## src/rtl/obs_scan_pkg.sv

```systemverilog
package obs_scan_pkg;
  typedef struct packed {
    logic capture;
    logic advance;
  } scanStrobe_t;
endpackage

```

## src/rtl/obs_scan_ctrl.sv

```systemverilog
module obs_scan_ctrl
  import obs_scan_pkg::*;
(
  input  logic        clk,
  input  logic        rst,
  input  logic        load,
  input  logic        shift,
  output scanStrobe_t strobe
);
  always_comb begin
    strobe.capture = load;
    strobe.advance = shift & ~load;
  end

  AST_STROBE_EXCL: assert property (@(posedge clk) disable iff (rst)
    $onehot0({strobe.capture, strobe.advance}));
  AST_SHIFT_DROPPED: assert property (@(posedge clk) disable iff (rst)
    (load && shift) |-> !strobe.advance);
endmodule

```

## src/rtl/obs_scan_path.sv

```systemverilog
module obs_scan_path
  import obs_scan_pkg::*;
#(
  parameter int CHAIN_LEN = 8
) (
  input  logic                 clk,
  input  logic                 rst,
  input  scanStrobe_t          strobe,
  input  logic [CHAIN_LEN-1:0] obsVec,
  input  logic                 scanIn,
  output logic                 scanOut
);
  localparam int LAST = CHAIN_LEN - 1;
  localparam int PREV = (CHAIN_LEN > 1) ? CHAIN_LEN - 2 : 0;

  logic [CHAIN_LEN-1:0] masterD;
  logic [CHAIN_LEN-1:0] slaveQ;
  logic [CHAIN_LEN-1:0] serialIn;

  for (genvar gi = 0; gi < CHAIN_LEN; gi++) begin : g_stage
    if (gi == 0) begin : g_head
      assign serialIn[gi] = scanIn;
    end else begin : g_body
      assign serialIn[gi] = slaveQ[gi-1];
    end
    assign masterD[gi] = strobe.capture ? obsVec[gi]
                       : strobe.advance ? serialIn[gi]
                       : slaveQ[gi];
  end

  always_ff @(posedge clk) begin
    if (rst) slaveQ <= '0;
    else     slaveQ <= masterD;
  end

  assign scanOut = slaveQ[LAST];

  AST_RESET_CLEARS: assert property (@(posedge clk)
    rst |=> (slaveQ == '0));
  AST_LOAD_CAPTURE: assert property (@(posedge clk) disable iff (rst)
    strobe.capture |=> (slaveQ == $past(obsVec)));
  AST_SHIFT_MOVE: assert property (@(posedge clk) disable iff (rst)
    strobe.advance |=> (scanOut == ((CHAIN_LEN > 1) ? $past(slaveQ[PREV]) : $past(scanIn))));
  AST_IDLE_HOLD: assert property (@(posedge clk) disable iff (rst)
    (!strobe.capture && !strobe.advance) |=> $stable(slaveQ));
endmodule

```

## src/rtl/obs_scan_chain.sv

```systemverilog
module obs_scan_chain
  import obs_scan_pkg::*;
#(
  parameter int CHAIN_LEN = 8
) (
  input  logic                 clk,
  input  logic                 rst,
  input  logic [CHAIN_LEN-1:0] obsVec,
  input  logic                 load,
  input  logic                 shift,
  input  logic                 scanIn,
  output logic                 scanOut
);
  scanStrobe_t strobe;

  obs_scan_ctrl i_ctrl (
    .clk    (clk),
    .rst    (rst),
    .load   (load),
    .shift  (shift),
    .strobe (strobe)
  );

  obs_scan_path #(.CHAIN_LEN(CHAIN_LEN)) i_path (
    .clk     (clk),
    .rst     (rst),
    .strobe  (strobe),
    .obsVec  (obsVec),
    .scanIn  (scanIn),
    .scanOut (scanOut)
  );
endmodule

```

## config.mk

```make
export PLATFORM = sky130hd
export DESIGN_NAME = obs_scan_chain
export DESIGN_NICKNAME = d
export VERILOG_FILES = /design/src/rtl/obs_scan_pkg.sv /design/src/rtl/obs_scan_ctrl.sv /design/src/rtl/obs_scan_path.sv /design/src/rtl/obs_scan_chain.sv
export SDC_FILE = /design/constraint.sdc
export NUM_CORES = 1
export LEC_CHECK = 0
export CORE_ASPECT_RATIO = 0.9
export CORE_UTILIZATION = 25
export CTS_CLUSTER_SIZE = 20
export DETAILED_ROUTE_END_ITERATION = 8
export MAX_ROUTING_LAYER = met4
export PLACE_DENSITY = 0.48
export SETUP_SLACK_MARGIN = 0.1
export SLEW_MARGIN = 10
export SYNTH_ARGS = -nofsm -noshare
export SYNTH_HDL_FRONTEND = slang
export SYNTH_SLANG_ARGS = --single-unit
```

## constraint.sdc

```tcl
create_clock -name clk -period 0.9 [get_ports clk]
set_clock_uncertainty 0.1 [all_clocks]
set_input_delay 0.225 -clock clk [delete_from_list [all_inputs] [get_ports clk]]
set_output_delay 0.225 -clock clk [all_outputs]
set_load 0.01 [all_outputs]
```

Yosys cells after proc, flatten, opt, wreduce, memory -nomap -nowiden:

Cells that the tools add are included.

* logic and storage cells: 20
* register bits after elaboration: 8
* input bits: 13

* multiplexer cells: 16
* bitwise gates (word level): 2
* reduce and logical (&&, ||, !) cells: 1

Operator list (number)
* $mux W1: 16
* $reduce_bool A2 Y1: 1
* $and A1 B1 Y1: 1
* $not A1 Y1: 1

Logic depth before layout (Yosys ltp):

* word-level depth: 4
* gate-level depth with buffers: 3
* mapped depth without buffers: 2

Modules after synthesis:

Synthesis repeated with hierarchy kept, for this count alone.

* cell total of the unflattened synthesis: 37
* area, all modules: 390.4 um^2

Modules (own cells, without submodules)
* obs_scan_path: seq. area each 160.2 um^2, area each 369.1 um^2, instances 1, cells an instance 35
* obs_scan_ctrl: seq. area each 0.0 um^2, area each 21.3 um^2, instances 1, cells an instance 2

Worst setup path after synthesis:

No wires, ideal clock.

* path type: input-to-reg
* from: input port shift
* to: register i_path.slaveQ[7]
* library setup time: 0.086 ns
* arrival time: 0.654 ns
* stages on the path: 3
* required time: 0.714 ns
* setup slack: 0.061 ns
* buffers on the path: 1
* cells stage by stage: buf_6 -> mux2i_1 -> a211oi_1

* cells in the longest elaborated chain, start to end: 2

RTL lines
* start: declaration: line obs_scan_chain.sv:10 `input logic shift,`
* $and A1 B1 Y1: line obs_scan_ctrl.sv:12 `strobe.advance = shift & ~load;`
* $reduce_bool A2 Y1 (no line)
* end signal: assignment: line obs_scan_path.sv:33 `else slaveQ <= masterD;`
* end: declaration: line obs_scan_path.sv:17 `logic [CHAIN_LEN-1:0] slaveQ;`

Every way passes these cells.
A chain may end at the register's enable or synchronous reset.

Worst setup path in the final report:

* from: register i_path.slaveQ[7]
* to: output port scanOut

RTL lines
* end: declaration: line obs_scan_chain.sv:12 `output logic scanOut`

No word-level cell between the ends.

==> summary.txt <==
Status
  – Outcome: finished, violations left
  – Violated checks: setup timing

Global routing
  – Total Routing Usage GR: 13.7%
  – Vias in the first global route: around 350
  – Grt ovf: 0
  – Initial antenna violation count: 0
  – First-pass GRT wire length: 1500 µm
  – Largest net degree at the start of global routing: 10

Worst setup path
  – Crit-path slowest cell: dfxtp_2
  – Critical path type: flop to primary output
  – Element type at the critical path end: primary output
  – Crit path depth: 1
  – Startpoint Class: flop
  – Crit-path cells: buf_6
  – Worst path bufs/invs: 1
  – Setup slack, reg-to-reg: -0.11 ns
  – CP arrival: 0.69 ns
  – CP max FO: 2
  – Reg2Reg Depth: 4
  – CP required: 0.57 ns
  – CP max stage delay: roughly 0.32 ns
  – Family with the most delay on the worst path: flip-flops

Detailed routing
  – TritonRoute pass-1 iters: 2
  – DRC Markers: 0
  – Post-Route WL: 803 µm
  – Starting DRT DRC Count: 2
  – Via density: between 4 and 5
  – Routed len/inst: 12.2 µm
  – Via count: 316
  – Antenna Nets Post-Route: 0

Clocking
  – H-Tree Depth: 1
  – Worst-path clk slew: 0.06 ns
  – CTS sink count: 8
  – Clock Path Buffers: 2
  – CTS tree: built
  – Insertion delay to the later sink of the worst-skew pair: between 0.2 and 0.3 ns
  – CTS root buf: clkbuf_4
  – CTS Buf Count: 3

Pwr
  – Clock network power share: about a third
  – PD cells: 1460 nW/µm²
  – P_leak: ~0.24 nW
  – IR drop worst, VDD: 670 µV
  – Switch share: between 20% and 30%
  – Reg power frac: 48.4%
  – Combinational power share: a little under a fifth
  – Sw Pwr: a little under 0.2 mW
  – Pint: 0.634 mW

Cells and area
  – Max reg flops: 8
  – Area occupied by multi-input gates: 199 µm²
  – ANT cells: 0
  – Reg with most FFs: i_path.slaveQ
  – Sequential cell area: 169 µm²
  – Filler cells: 134
  – Area growth syn-to-layout: 53.9%
  – Nets: 67
  – Fin area: 568 µm²
  – Share of cells above drive strength 1: 36.5%
  – Commonest non-fill, non-tap cells in the layout: nor2b_1, dlygate4sd2_1, mux2i_1, a211oi_1, dfxtp_2
  – Largest registers: i_path.slaveQ x8

Synth
  – Syn nets: 48
  – Top cell type's share of synthesized area: 43.4%
  – Synth area leaders: dfxtp_1, mux2i_1, a211oi_1, nor2b_1, buf_6
  – Syn Area/Cell: 10.5 µm²
  – Count of yosys warnings during synthesis: 0
  – Netlist cell types: 7
  – Synth Cell Area: 369 µm²
  – Synth area leader: dfxtp_1
  – Sequential share of the synthesized area: 43.4%
  – Mapped Cells: 35
  – Synthesized flop and latch total: 8

STA
  – Max Freq: ~1000 MHz
  – Final period util: 113%
  – Fin. Hold Viols: 0
  – Final min period: just over 1 ns
  – Slew Limit Headroom: approximately 78%
  – Slew Limit Fails: 0
  – Post-layout worst setup margin: -0.113 ns
  – RSZ-0062 raised after global routing: true
  – Least-Margin Pin Slew: 0.331 ns
  – Final Setup Violations: 2

Place
  – Gpl congestion: 0.686
  – Dpl hpwl: between 500 and 600 µm
  – Worst slack at placement: -0.536 ns
  – Cell Area, Placed: 529 µm²
  – PortBufs: 13

Floorplanning
  – Starting Density: 28.3%
  – Num rows: 12
  – # IOs: 14
  – Chip Width: around 43 µm
  – Die area: about 1600 µm²
  – Die Ht: about 38 µm
  – Core ar.: 1310 µm²

Hold path
  – HP Class: input pin to flop
  – Hold Path Depth: 3

Flow run
  – Max cap viols: 0
==> what timing repair did <==
| item | 4_1_cts | 5_1_grt |
|---|---|---|
| pin swaps | 8 | 1 |
| gates resized for setup | 24 | 6 |
| setup buffers | 2 | 0 |
| hold buffers | 0 | 0 |
| setup endpoints to repair | 9 | 8 |
| cloned | 0 | 0 |
==> layer usage <==
metal  part of all wire [%]  GRT usage [%]
met2                     43           21.5
met3                    5.6           8.49
met5                      0              -
met1                     51           15.3
met4                      0           2.34
==> power groups by stage <==
stage	Clock, mW	Sequential [mW]	Combinational (mW)
after floorplan	0	0.400	0.0760
after global placement	0	0.402	0.153
after detailed placement	0	0.404	0.155
after CTS	0.289	0.399	0.148
after global routing	0.309	0.405	0.169
final	0.274	0.401	0.153
==> synth_stat cells <==
cell type,count
mux2i_1,8
inv_2,1
a211oi_1,8
nor2b_1,8
buf_1,1
buf_6,1
dfxtp_1,8
==> metrics by stage <==
step	TNS [ns]	util [%]	cells	power, mW	hold slack [ns]
2_1_floorplan	0	-	35	0.476	0.316
3_3_place_gp	-4.12	40.5	62	0.555	0.449
3_5_place_dp	-4.36	40.5	62	0.559	0.451
4_1_cts	-0.192	42.4	66	0.835	0.295
5_1_grt	-0.303	43.5	66	0.883	0.320
6_report	-0.220	43.5	66	0.828	0.296
==> layout make-up <==
type | instances | area share, %
Sequential cell | 8 | 29.7
Inverter | 1 | 0.661
Timing Repair Buffer | 16 | 27.5
Clock buffer | 3 | 3.96
Multi-Input combinational cell | 24 | 35.0
Tap cell | 14 | 3.08
==> worst register-to-register path, stage by stage, from the launching register on <==
cell and delay (ns):
dfxtp_2 0.32, buf_4 0.13, buf_6 0.10, mux2i_2 0.15, a211oi_2 0.08
==> worst paths after layout <==
path / from / end
hold reg to reg: i_path.slaveQ[1]$_SDFFE_PP0P_ / i_path.slaveQ[1]$_SDFFE_PP0P_
setup reg to reg: i_path.slaveQ[7]$_SDFFE_PP0P_ / i_path.slaveQ[7]$_SDFFE_PP0P_
hold / removal: obsVec[0] / i_path.slaveQ[0]$_SDFFE_PP0P_
setup / recovery: i_path.slaveQ[7]$_SDFFE_PP0P_ / scanOut
==> logic make-up after synthesis <==
| kind of cell | share of synthesized area (%) |
|---|---|
| buf+inv | 5.08 |
| compound gates | 16.3 |
| mux | 21.7 |
| simple gates | 13.6 |
| flops | 43.4 |
(Power assumes the default switching activity.)
